<file path="config.mk">
export PLATFORM = sky130hd
export DESIGN_NAME = i2c_tgt_regif
export DESIGN_NICKNAME = d
export VERILOG_FILES = /design/src/rtl/i2c_tgt_pkg.sv /design/src/rtl/i2c_tgt_sync.sv /design/src/rtl/i2c_tgt_cond.sv /design/src/rtl/i2c_tgt_addr_map.sv /design/src/rtl/i2c_tgt_regif.sv
export SDC_FILE = /design/constraint.sdc
export NUM_CORES = 1
export LEC_CHECK = 0
export BUFFER_PORTS_ARGS = -buffer_cell sky130_fd_sc_hd__buf_4
export CAP_MARGIN = 20
export CORE_UTILIZATION = 35
export CTS_CLUSTER_DIAMETER = 120
export DETAILED_ROUTE_END_ITERATION = 7
export GPL_TIMING_DRIVEN = 0
export PLACE_DENSITY = 0.52
export RECOVER_POWER = 100
export SYNTH_ARGS = -nofsm -noshare
export SYNTH_HDL_FRONTEND = slang
export SYNTH_SLANG_ARGS = --single-unit
</file>
<file path="constraint.sdc">
create_clock -name clk -period 2.2 [get_ports clk]
set_clock_uncertainty 0.1 [all_clocks]
set_input_delay 0.22 -clock clk [delete_from_list [all_inputs] [get_ports clk]]
set_output_delay 0.22 -clock clk [all_outputs]
set_load 0.01 [all_outputs]
</file>
<file path="src/rtl/i2c_tgt_pkg.sv">
package i2c_tgt_pkg;

   localparam int BYTE_W = 8;

   typedef enum logic [3:0] {
      ST_IDLE,
      ST_ADDR,
      ST_ADDR_ACK,
      ST_WR,
      ST_WR_ACK,
      ST_RD,
      ST_RD_ACK,
      ST_RD_LOAD,
      ST_SKIP
   } tgt_state_e;

endpackage

</file>
<file path="src/rtl/i2c_tgt_sync.sv">
module i2c_tgt_sync #(
   parameter int               WIDTH   = 2,
   parameter int               STAGES  = 2,
   parameter logic [WIDTH-1:0] RST_VAL = '1
) (
   input  logic             clk,
   input  logic             rst_n,
   input  logic [WIDTH-1:0] d,
   output logic [WIDTH-1:0] q
);

   if (STAGES < 2) begin : g_bad_stages
      $error("i2c_tgt_sync: STAGES must be at least 2");
   end

   logic [WIDTH-1:0] stg_q [STAGES];

   always_ff @(posedge clk or negedge rst_n) begin
      if (!rst_n) stg_q[0] <= RST_VAL;
      else        stg_q[0] <= d;
   end

   for (genvar i = 1; i < STAGES; i++) begin : g_stage
      always_ff @(posedge clk or negedge rst_n) begin
         if (!rst_n) stg_q[i] <= RST_VAL;
         else        stg_q[i] <= stg_q[i-1];
      end
   end

   assign q = stg_q[STAGES-1];

endmodule

</file>
<file path="src/rtl/i2c_tgt_cond.sv">
module i2c_tgt_cond (
   input  logic clk,
   input  logic rst_n,
   input  logic scl_s,
   input  logic sda_s,
   output logic scl_rise,
   output logic scl_fall,
   output logic start_det,
   output logic stop_det
);

   logic scl_q, sda_q;

   always_ff @(posedge clk or negedge rst_n) begin
      if (!rst_n) begin
         scl_q <= 1'b1;
         sda_q <= 1'b1;
      end else begin
         scl_q <= scl_s;
         sda_q <= sda_s;
      end
   end

   assign scl_rise  =  scl_s & ~scl_q;
   assign scl_fall  = ~scl_s &  scl_q;
   assign start_det =  scl_s &  scl_q &  sda_q & ~sda_s;
   assign stop_det  =  scl_s &  scl_q & ~sda_q &  sda_s;

   a_r12_cond_exclusive: assert property (@(posedge clk) disable iff (!rst_n)
      $countones({scl_rise, scl_fall, start_det, stop_det}) <= 1);

endmodule

</file>
<file path="src/rtl/i2c_tgt_addr_map.sv">
module i2c_tgt_addr_map #(
   parameter int         STRAP_W       = 2,
   parameter logic [6:0] BASE_ADDR     = 7'h5E,
   parameter bit         STRAP_DESCEND = 1'b1
) (
   input  logic [STRAP_W-1:0] strap,
   output logic [6:0]         own_addr
);

   localparam int SPAN = (1 << STRAP_W) - 1;

   if (STRAP_W < 1 || STRAP_W > 6) begin : g_bad_w
      $error("i2c_tgt_addr_map: STRAP_W out of range");
   end
   if (STRAP_DESCEND && (int'(BASE_ADDR) < SPAN)) begin : g_bad_lo
      $error("i2c_tgt_addr_map: address range underflows");
   end
   if (!STRAP_DESCEND && (int'(BASE_ADDR) + SPAN > 127)) begin : g_bad_hi
      $error("i2c_tgt_addr_map: address range overflows");
   end

   logic [6:0] strap_ext;
   assign strap_ext = {{(7-STRAP_W){1'b0}}, strap};

   if (STRAP_DESCEND) begin : g_down
      assign own_addr = BASE_ADDR - strap_ext;
   end else begin : g_up
      assign own_addr = BASE_ADDR + strap_ext;
   end

endmodule

</file>
<file path="src/rtl/i2c_tgt_regif.sv">
module i2c_tgt_regif
   import i2c_tgt_pkg::*;
#(
   parameter int         NUM_REGS    = 16,
   parameter int         STRAP_W     = 2,
   parameter logic [6:0] BASE_ADDR   = 7'h5E,
   parameter int         SYNC_STAGES = 2
) (
   input  logic               clk,
   input  logic               rst_n,
   input  logic               en,
   input  logic [STRAP_W-1:0] strap,
   input  logic               scl_i,
   input  logic               sda_i,
   output logic               sda_oe,
   output logic               reg_wr_en,
   output logic [BYTE_W-1:0]  reg_addr,
   output logic [BYTE_W-1:0]  reg_wdata,
   input  logic [BYTE_W-1:0]  reg_rdata
);

   localparam logic [BYTE_W:0] NREG = (BYTE_W+1)'(NUM_REGS);

   if (NUM_REGS < 1 || NUM_REGS > 256) begin : g_bad_regs
      $error("i2c_tgt_regif: NUM_REGS must be 1..256");
   end

   logic [1:0] sync_q;
   logic       scl_s, sda_s;
   logic       scl_rise, scl_fall, start_det, stop_det;
   logic [6:0] own_addr;

   i2c_tgt_sync #(.WIDTH(2), .STAGES(SYNC_STAGES), .RST_VAL(2'b11)) u_sync (
      .clk   (clk),
      .rst_n (rst_n),
      .d     ({scl_i, sda_i}),
      .q     (sync_q)
   );
   assign scl_s = sync_q[1];
   assign sda_s = sync_q[0];

   i2c_tgt_cond u_cond (
      .clk       (clk),
      .rst_n     (rst_n),
      .scl_s     (scl_s),
      .sda_s     (sda_s),
      .scl_rise  (scl_rise),
      .scl_fall  (scl_fall),
      .start_det (start_det),
      .stop_det  (stop_det)
   );

   i2c_tgt_addr_map #(.STRAP_W(STRAP_W), .BASE_ADDR(BASE_ADDR), .STRAP_DESCEND(1'b1)) u_amap (
      .strap    (strap),
      .own_addr (own_addr)
   );

   tgt_state_e        st_q;
   logic [2:0]        cnt_q;
   logic [BYTE_W-1:0] shr_q;
   logic [BYTE_W-1:0] ptr_q;
   logic [BYTE_W-1:0] wdata_q;
   logic              sda_drv_q, ack_pend_q, rw_q, first_q, data_q, wr_en_q;
   logic [BYTE_W-1:0] in_byte;
   logic [BYTE_W-1:0] rd_byte;
   logic              ptr_ok;

   assign in_byte = {shr_q[BYTE_W-2:0], sda_s};

   if (NUM_REGS >= 256) begin : g_full_map
      assign ptr_ok  = 1'b1;
      assign rd_byte = reg_rdata;
   end else begin : g_part_map
      assign ptr_ok  = ({1'b0, ptr_q} < NREG);
      assign rd_byte = ptr_ok ? reg_rdata : '0;
   end

   always_ff @(posedge clk or negedge rst_n) begin
      if (!rst_n) begin
         st_q       <= ST_IDLE;
         cnt_q      <= '0;
         shr_q      <= '0;
         ptr_q      <= '0;
         wdata_q    <= '0;
         sda_drv_q  <= 1'b0;
         ack_pend_q <= 1'b0;
         rw_q       <= 1'b0;
         first_q    <= 1'b0;
         data_q     <= 1'b0;
         wr_en_q    <= 1'b0;
      end else begin
         wr_en_q <= 1'b0;
         if (!en) begin
            st_q       <= ST_IDLE;
            sda_drv_q  <= 1'b0;
            ack_pend_q <= 1'b0;
         end else if (start_det) begin
            st_q       <= ST_ADDR;
            cnt_q      <= '0;
            sda_drv_q  <= 1'b0;
            ack_pend_q <= 1'b0;
         end else if (stop_det) begin
            st_q       <= ST_IDLE;
            sda_drv_q  <= 1'b0;
            ack_pend_q <= 1'b0;
         end else begin
            unique case (st_q)
               ST_ADDR: begin
                  if (scl_rise) begin
                     shr_q <= in_byte;
                     cnt_q <= cnt_q + 3'd1;
                     if (cnt_q == 3'd7) begin
                        if (in_byte[7:1] == own_addr) begin
                           rw_q       <= in_byte[0];
                           ack_pend_q <= 1'b1;
                           st_q       <= ST_ADDR_ACK;
                        end else begin
                           st_q <= ST_SKIP;
                        end
                     end
                  end
               end
               ST_ADDR_ACK: begin
                  if (scl_fall) begin
                     if (ack_pend_q) begin
                        sda_drv_q  <= 1'b1;
                        ack_pend_q <= 1'b0;
                     end else if (rw_q) begin
                        shr_q     <= rd_byte;
                        sda_drv_q <= ~rd_byte[BYTE_W-1];
                        cnt_q     <= '0;
                        st_q      <= ST_RD;
                     end else begin
                        sda_drv_q <= 1'b0;
                        cnt_q     <= '0;
                        first_q   <= 1'b1;
                        st_q      <= ST_WR;
                     end
                  end
               end
               ST_WR: begin
                  if (scl_rise) begin
                     shr_q <= in_byte;
                     cnt_q <= cnt_q + 3'd1;
                     if (cnt_q == 3'd7) begin
                        ack_pend_q <= 1'b1;
                        st_q       <= ST_WR_ACK;
                        if (first_q) begin
                           ptr_q   <= in_byte;
                           first_q <= 1'b0;
                           data_q  <= 1'b0;
                        end else begin
                           data_q  <= 1'b1;
                           wr_en_q <= ptr_ok;
                           wdata_q <= in_byte;
                        end
                     end
                  end
               end
               ST_WR_ACK: begin
                  if (scl_fall) begin
                     if (ack_pend_q) begin
                        sda_drv_q  <= 1'b1;
                        ack_pend_q <= 1'b0;
                     end else begin
                        sda_drv_q <= 1'b0;
                        if (data_q) ptr_q <= ptr_q + 1'b1;
                        data_q <= 1'b0;
                        cnt_q  <= '0;
                        st_q   <= ST_WR;
                     end
                  end
               end
               ST_RD: begin
                  if (scl_fall) begin
                     shr_q     <= {shr_q[BYTE_W-2:0], 1'b0};
                     sda_drv_q <= ~shr_q[BYTE_W-2];
                  end else if (scl_rise) begin
                     cnt_q <= cnt_q + 3'd1;
                     if (cnt_q == 3'd7) begin
                        ack_pend_q <= 1'b1;
                        st_q       <= ST_RD_ACK;
                     end
                  end
               end
               ST_RD_ACK: begin
                  if (scl_fall && ack_pend_q) begin
                     sda_drv_q  <= 1'b0;
                     ack_pend_q <= 1'b0;
                  end else if (scl_rise && !ack_pend_q) begin
                     if (!sda_s) begin
                        ptr_q <= ptr_q + 1'b1;
                        st_q  <= ST_RD_LOAD;
                     end else begin
                        st_q <= ST_SKIP;
                     end
                  end
               end
               ST_RD_LOAD: begin
                  if (scl_fall) begin
                     shr_q     <= rd_byte;
                     sda_drv_q <= ~rd_byte[BYTE_W-1];
                     cnt_q     <= '0;
                     st_q      <= ST_RD;
                  end
               end
               default: begin
                  sda_drv_q <= 1'b0;
               end
            endcase
         end
      end
   end

   assign sda_oe    = sda_drv_q & en;
   assign reg_wr_en = wr_en_q;
   assign reg_addr  = ptr_q;
   assign reg_wdata = wdata_q;

   a_r3_idle_when_off: assert property (@(posedge clk) disable iff (!rst_n)
      !en |=> (st_q == ST_IDLE) && !sda_oe);

   a_r12_drive_scl_low: assert property (@(posedge clk) disable iff (!rst_n || !en)
      $rose(sda_drv_q) |-> !scl_s);

   a_r4_wr_single_pulse: assert property (@(posedge clk) disable iff (!rst_n)
      reg_wr_en |=> !reg_wr_en);

   a_r8_wr_in_range: assert property (@(posedge clk) disable iff (!rst_n)
      reg_wr_en |-> ({1'b0, reg_addr} < NREG));

   a_r10_skip_quiet: assert property (@(posedge clk) disable iff (!rst_n)
      (st_q == ST_SKIP) |-> !sda_oe);

   a_r6_ptr_hold_in_read: assert property (@(posedge clk) disable iff (!rst_n)
      (st_q == ST_RD) |-> $stable(ptr_q));

endmodule

</file>
[Word-level counts from Yosys, hierarchy flattened]
Index checks and enable logic that the tools add are counted.
Storage, ports and cells
  output and inout bits: 18
  input port bits: 15
  flip-flop bits (word level): 42
Cells by class
  reductions and logical operators: 20
  add/sub/neg operators: 3
  equality and inequality tests: 51
  bitwise operators: 17
  mux-type cells: 89
  order comparisons: 1
Operators with widths (number)
  inequality test 5 bit, second input constant: 17
  2-to-1 mux 8 bit: 10
  2-to-1 mux 4 bit: 19
  2-to-1 mux 7 bit: 6
  2-to-1 mux 1 bit: 38
  inequality test 2 bit, second input constant: 16
  one-hot mux 4 bit (7 select lines): 1
  one-hot mux 7 bit (4 select lines): 1
  AND reduction 7 bit: 4
  2-to-1 mux 3 bit: 8
  one-hot mux 8 bit (3 select lines): 1
  == test 4 x 3 -> 1 bit, second input constant: 4
  AND reduction 15 bit: 1
  AND reduction 13 bit: 1
  one-hot mux 3 bit (4 select lines): 1
  inequality test 10 x 1 -> 1 bit, second input constant: 1
  AND reduction 10 bit: 1
  inequality test 3 bit, second input constant: 3
  NOT 1 bit: 9
  AND reduction 9 bit: 1
  adder 8 x 1 -> 8 bit, second input constant: 1
  AND 1 bit: 8
  == test 4 x 2 -> 1 bit, second input constant: 2
  < comparator 8 x 5 -> 1 bit, second input constant: 1
  other kinds (22): 26

[Logic depth before layout (Yosys ltp)]
  depth in word-level cells: 10
  gate-level depth with buffers: 8
  depth with buffers taken out: 7

[Cells and area by module]
A second synthesis with hierarchy kept.
Second synthesis, totals
  cells, all modules: 277
  area, all modules: 2653.8 um^2
Modules (own cells, without submodules)
  i2c_tgt_regif: times used 1, area each 2383.5 um^2, cells each 255
  i2c_tgt_sync: times used 1, area each 120.1 um^2, cells each 6
  i2c_tgt_cond: times used 1, area each 85.1 um^2, cells each 6
  i2c_tgt_addr_map: times used 1, area each 65.1 um^2, cells each 10

[Least setup slack after synthesis]
OpenSTA, ideal clock, no wires.
  path kind: reg2reg
  from: reg u_sync.stg_q, in the netlist u_sync.q[1]
  to: reg wdata_q[0], in the netlist reg_wdata[0]
  stages on the path, launching flop included: 6
  setup slack: 0.348 ns
  setup time: 0.125 ns
  data arrival time: 1.627 ns
  data required time: 1.975 ns
  cells stage by stage: dfstp_2 -> and2b_1 -> and2_1 -> nand3_1 -> nor2_4 -> mux2_2
Between the ends
  word-level cells in the longest chain between the ends: 5
Ends and longest elaborated chain
  start: declaration: line i2c_tgt_sync.sv:16  | logic [WIDTH-1:0] stg_q [STAGES];
  start signal: indexed assignment: line i2c_tgt_sync.sv:26  | else stg_q[i] <= stg_q[i-1];
  AND 1 bit: line i2c_tgt_cond.sv:26, i2c_tgt_cond.sv:27
  AND 1 bit, on equally long branches (2 in a row): line i2c_tgt_cond.sv:27, i2c_tgt_cond.sv:26
  NOT 1 bit (no source line)
  AND reduction 7 bit (no source line) (*)
  end signal: assignment: line i2c_tgt_regif.sv:155  | wdata_q <= in_byte;
  end: declaration: line i2c_tgt_regif.sv:62  | logic [BYTE_W-1:0] wdata_q;
Every way passes the cells marked *; elsewhere a longest branch is shown, timed or not.
A chain may end at the register's enable or synchronous reset.

[Worst setup path in the final report]
  from: reg u_sync.stg_q, in the netlist u_sync.q[0]
  to: reg st_q[3]
Between the ends
  word-level cells in the longest chain between the ends: 7
Ends and longest elaborated chain
  2-to-1 mux 4 bit: line i2c_tgt_regif.sv:191  | if (!sda_s) begin
  2-to-1 mux 4 bit: line i2c_tgt_regif.sv:190  | end else if (scl_rise && !ack_pend_q) begin
  2-to-1 mux 4 bit: line i2c_tgt_regif.sv:187  | if (scl_fall && ack_pend_q) begin
  one-hot mux 4 bit (7 select lines): line i2c_tgt_regif.sv:107  | unique case (st_q)
  2-to-1 mux 4 bit: line i2c_tgt_regif.sv:102  | end else if (stop_det) begin
  2-to-1 mux 4 bit: line i2c_tgt_regif.sv:97  | end else if (start_det) begin
  2-to-1 mux 4 bit: line i2c_tgt_regif.sv:93  | if (!en) begin
  end signal: assignment: line i2c_tgt_regif.sv:94  | st_q <= ST_IDLE;
  end signal: assignment: line i2c_tgt_regif.sv:98  | st_q <= ST_ADDR;
  end signal: assignment: line i2c_tgt_regif.sv:103  | st_q <= ST_IDLE;
  end: declaration: line i2c_tgt_regif.sv:58  | tgt_state_e st_q;
Several ways; a longest one is shown, not always the timed one. The select of a mux whose other input is x is not followed.

==> results by group <==
Status
  • Status: finished clean

Pwr
  • Pwr dens: 637 nW/um2
  • Power, Total: 1.93 mW
  • Sw Share: 30.0%
  • Clock power share: 32.5%
  • Gate power share: 18.0%
  • Psw: 0.581 mW
  • Peak VDD IR: 0.429 mV
  • Register share of total power: 49.5%
  • P_leak: 1.30 nW
  • Pint: 1.35 mW

Detailed routing
  • Vias per cell: 5.51
  • Remaining DRCs: 0
  • WL per Instance: 16.7 um
  • ANT nets after route: 0
  • Detailed-route via count: 2,161
  • DRT Pass-1 Iters: 4
  • Final wirelength: 6.55 mm
  • Initial DRC count: 198

Clock network
  • CTS tree: yes
  • Total CTS buffers: 5
  • Clock sink total: 42
  • Clock Pin Slew Worst Setup and Hold Paths: 100 ps
  • Clk buf depth: 2
  • Worst skew pair latency: 300 ps
  • H-Tree Depth: 2
  • Clock root buffer: clkbuf_8

Worst hold path
  • Hold Path Depth: 3
  • Hold Startpoint: en
  • Min-Delay Endpoint: rw_q
  • Hold Path Class: in2reg

Critical path
  • Bufs and invs on worst path: 1
  • Reg2reg path depth: 6
  • Cell Chain, Critical Path: buf_4 > xnor2_2 > o21ai_1 > a21oi_1 > nand2_1 > mux2_2
  • FF-to-FF End: st_q[3]
  • Max incr delay on CP: 540 ps
  • R2R Path Start: u_sync.q[0]
  • Max FO, Critical Path: 10
  • Critical path data arrival time: 2210 ps
  • CP Class: reg2reg
  • Worst Setup Start Kind: flop
  • Crit end category: flop
  • Crit path launch: u_sync.q[0]
  • Worst reg2reg setup slack: 90 ps
  • CP max stage cell: dfstp_2
  • Family with the most delay on the worst path: compound AO/OA/AOI/OAI gates
  • WP data required: 2300 ps

Final layout
  • Diodes inserted: 0
  • Area Growth Syn to Fin: 19.0%
  • Final standard cell utilization of the core: 43.9%
  • Nets: 314
  • Layout cell share with drive strength beyond 1: 25.0%

Synthesis
  • Ranking of synthesized cells by area: dfrtp_1 35%, dfstp_2 6.2%, mux2_2 4.9%, o21ai_0 3.3%, a22o_1 3.1%
  • Unique masters post-synth: 70
  • Synth warn: 0
  • Synth Flop Type: dfrtp_1
  • Synth Cell Area: 2550 um2
  • Post-synthesis sequential area ratio: 41.5%
  • Post-Syn Area per Cell: 10.2 um2
  • Async SR Flop Fraction: 100%
  • EDFF count, synth: 0
  • Synth Instances: 250
  • Yosys top cell by area: dfrtp_1
  • Syn nets: 269
  • Post-synthesis register bit count: 42
  • Share of the synthesized area in the top cell type: 35.3%

Floorplanning
  • DIE WIDTH: 87.3 um
  • Die area: 7630 um2
  • Rows: 30
  • Die H: 87.3 um
  • Num ports: 33
  • Initial Util: 36.9%
  • Total core area: 6910 um2

Placement
  • Number of port buffers: 32
  • Final HPWL DP: 4.75 mm
  • Final Wtd Congestion: 0.874

STA
  • Hold Violations, Final: 0
  • Final setup fails: 0
  • Setup TNS: 0 ps
  • Slew Viols, Final: 0
  • Period utilization: 96.1%
  • Worst-Margin Slew: 1030 ps
  • Crit path time final: 2110 ps
  • Fmax: 473 MHz
  • Slew margin rel.: 31.4%
  • RSZ-0062 raised after global routing: yes

GRT
  • Gr ovfl total: 0
  • First-pass GRT wire length: 10.7 mm
  • GRT Total Usage: 18.4%
  • Antenna violations before repair: 0
  • Largest net degree at the start of global routing: 43
  • Vias in the first global route: 2,075

Job
  • Max-cap viol count: 0
-- worst max path at each step --
| stage | slack (ps) | end | cells after the start |
|---|---|---|---|
| 2_1_floorplan | 350 | reg_wdata[0] | 5 |
| 6_report | 90 | st_q[3] | 6 |
| 3_5_place_dp | 70 | reg_addr[0] | 6 |
| 4_1_cts | 40 | reg_addr[0] | 6 |
| 3_3_place_gp | 20 | shr_q[0] | 7 |
| 5_1_grt | -50 | st_q[1] | 7 |
-- placed cells by master (no fill, tap or decap), types with 4 or more instances in the layout --
cell / count
ha_1: 4
dfrtp_1: 35
nor2_1: 10
o22ai_1: 5
a21oi_1: 15
nand2b_1: 4
dfstp_2: 6
nand3_1: 9
nor3_1: 6
nand2_1: 14
clkbuf_1: 19
buf_4: 15
mux2_1: 6
mux2_2: 11
buf_2: 8
o21ai_0: 17
clkbuf_8: 5
a22o_1: 9
inv_1: 6
-- Yosys cell counts (2+ instances only) --
library cell   n
nor2b_1        4
o21ai_0       17
nand2b_1       4
a32o_1         2
nand4_1        3
o21bai_1       3
a21oi_2        3
o31ai_1        3
xor2_1         2
o22ai_1        5
and4b_1        2
a21oi_1       15
a22o_1         9
nor2_1        10
buf_4          2
nor3b_1        2
nand2_1       14
a221oi_1       2
buf_2          8
buf_6          2
and2_1         3
a31oi_1        3
nor2_4         2
nand3_1       10
nor4_1         2
nor3_1         6
ha_1           4
nor3b_2        2
mux2_2        11
inv_1          6
mux2_1         6
a21o_1         2
dfrtp_1       36
o21ai_1        2
dfstp_2        6
mux2i_1        3
-- sequential cells by signal, summed over array words and instances, names as in the netlist --
signal        flops
shr_q             7
u_sync.q          2
u_cond.scl_q      1
rw_q              1
reg_addr          8
ack_pend_q        1
st_q              4
cnt_q             3
sda_drv_q         1
first_q           1
u_cond.sda_q      1
reg_wr_en         1
reg_wdata         8
data_q            1
u_sync.stg_q      2
-- worst register-to-register path, cell delays in order (launching register included) --
cell     delay, ps
dfstp_2        540
buf_4          190
xnor2_2        110
o21ai_1        450
a21oi_1        120
nand2_1        170
mux2_2         340
-- stage by stage --
stage / setup WS [ps] / instances / hold slack, ps / instance area [um2]
2_1_floorplan: 348 / 250 / -176 / 2550
5_1_grt: -49.0 / 392 / 156 / 3030
3_5_place_dp: 68.2 / 378 / 153 / 2910
4_1_cts: 40.3 / 389 / 135 / 3050
3_3_place_gp: 21.3 / 378 / 154 / 2910
6_report: 85.6 / 392 / 151 / 3030
-- cell type report --
class | count | area (um2)
Clock inverter | 3 | 43.8
Timing Repair Buffer | 38 | 235
Inverter | 7 | 26.3
Sequential cell | 42 | 1060
Clock buffer | 5 | 68.8
Buffer | 13 | 77.6
Fill cell | 724 | 3870
Tap cell | 96 | 120
Multi-Input combinational cell | 188 | 1400
-- kinds of logic (layout without fill, tap and decap cells) --
logic type	count (synthesis)	in the layout	synth area share (%)
AOI/OAI and AO/OA	82	82	23.3
xor gates and xnor gates	4	4	1.67
adders and majority gates	5	5	2.36
buffers and inverters	20	66	4.22
DFF	42	42	41.5
muxes	20	20	8.69
and+or+nand+nor	77	77	18.3
-- routing by layer --
metal  GRT usage [%]  share of wire, %  up-vias
li1                -                 -     1040
met1            28.1                51     1046
met2            25.1                42       64
met3            3.51               4.9       11
met4            7.30               2.3        0
met5               0                 0        -
-- power groups by stage --
stage | logic, mW | registers, mW | clock network, mW
after floorplan | 0.245 | 0.917 | 0
after global placement | 0.335 | 0.966 | 0
after detailed placement | 0.335 | 0.966 | 0
after CTS | 0.343 | 0.951 | 0.655
after global routing | 0.385 | 0.966 | 0.677
final | 0.347 | 0.957 | 0.629
-- timing repair --
item	CTS	global route
endpoints found under the hold margin	38	0
hold buffers	3	0
setup buffers	0	3
endpoints found under the setup margin	0	22
gates resized for setup	0	5
(Power assumes the default switching activity.)
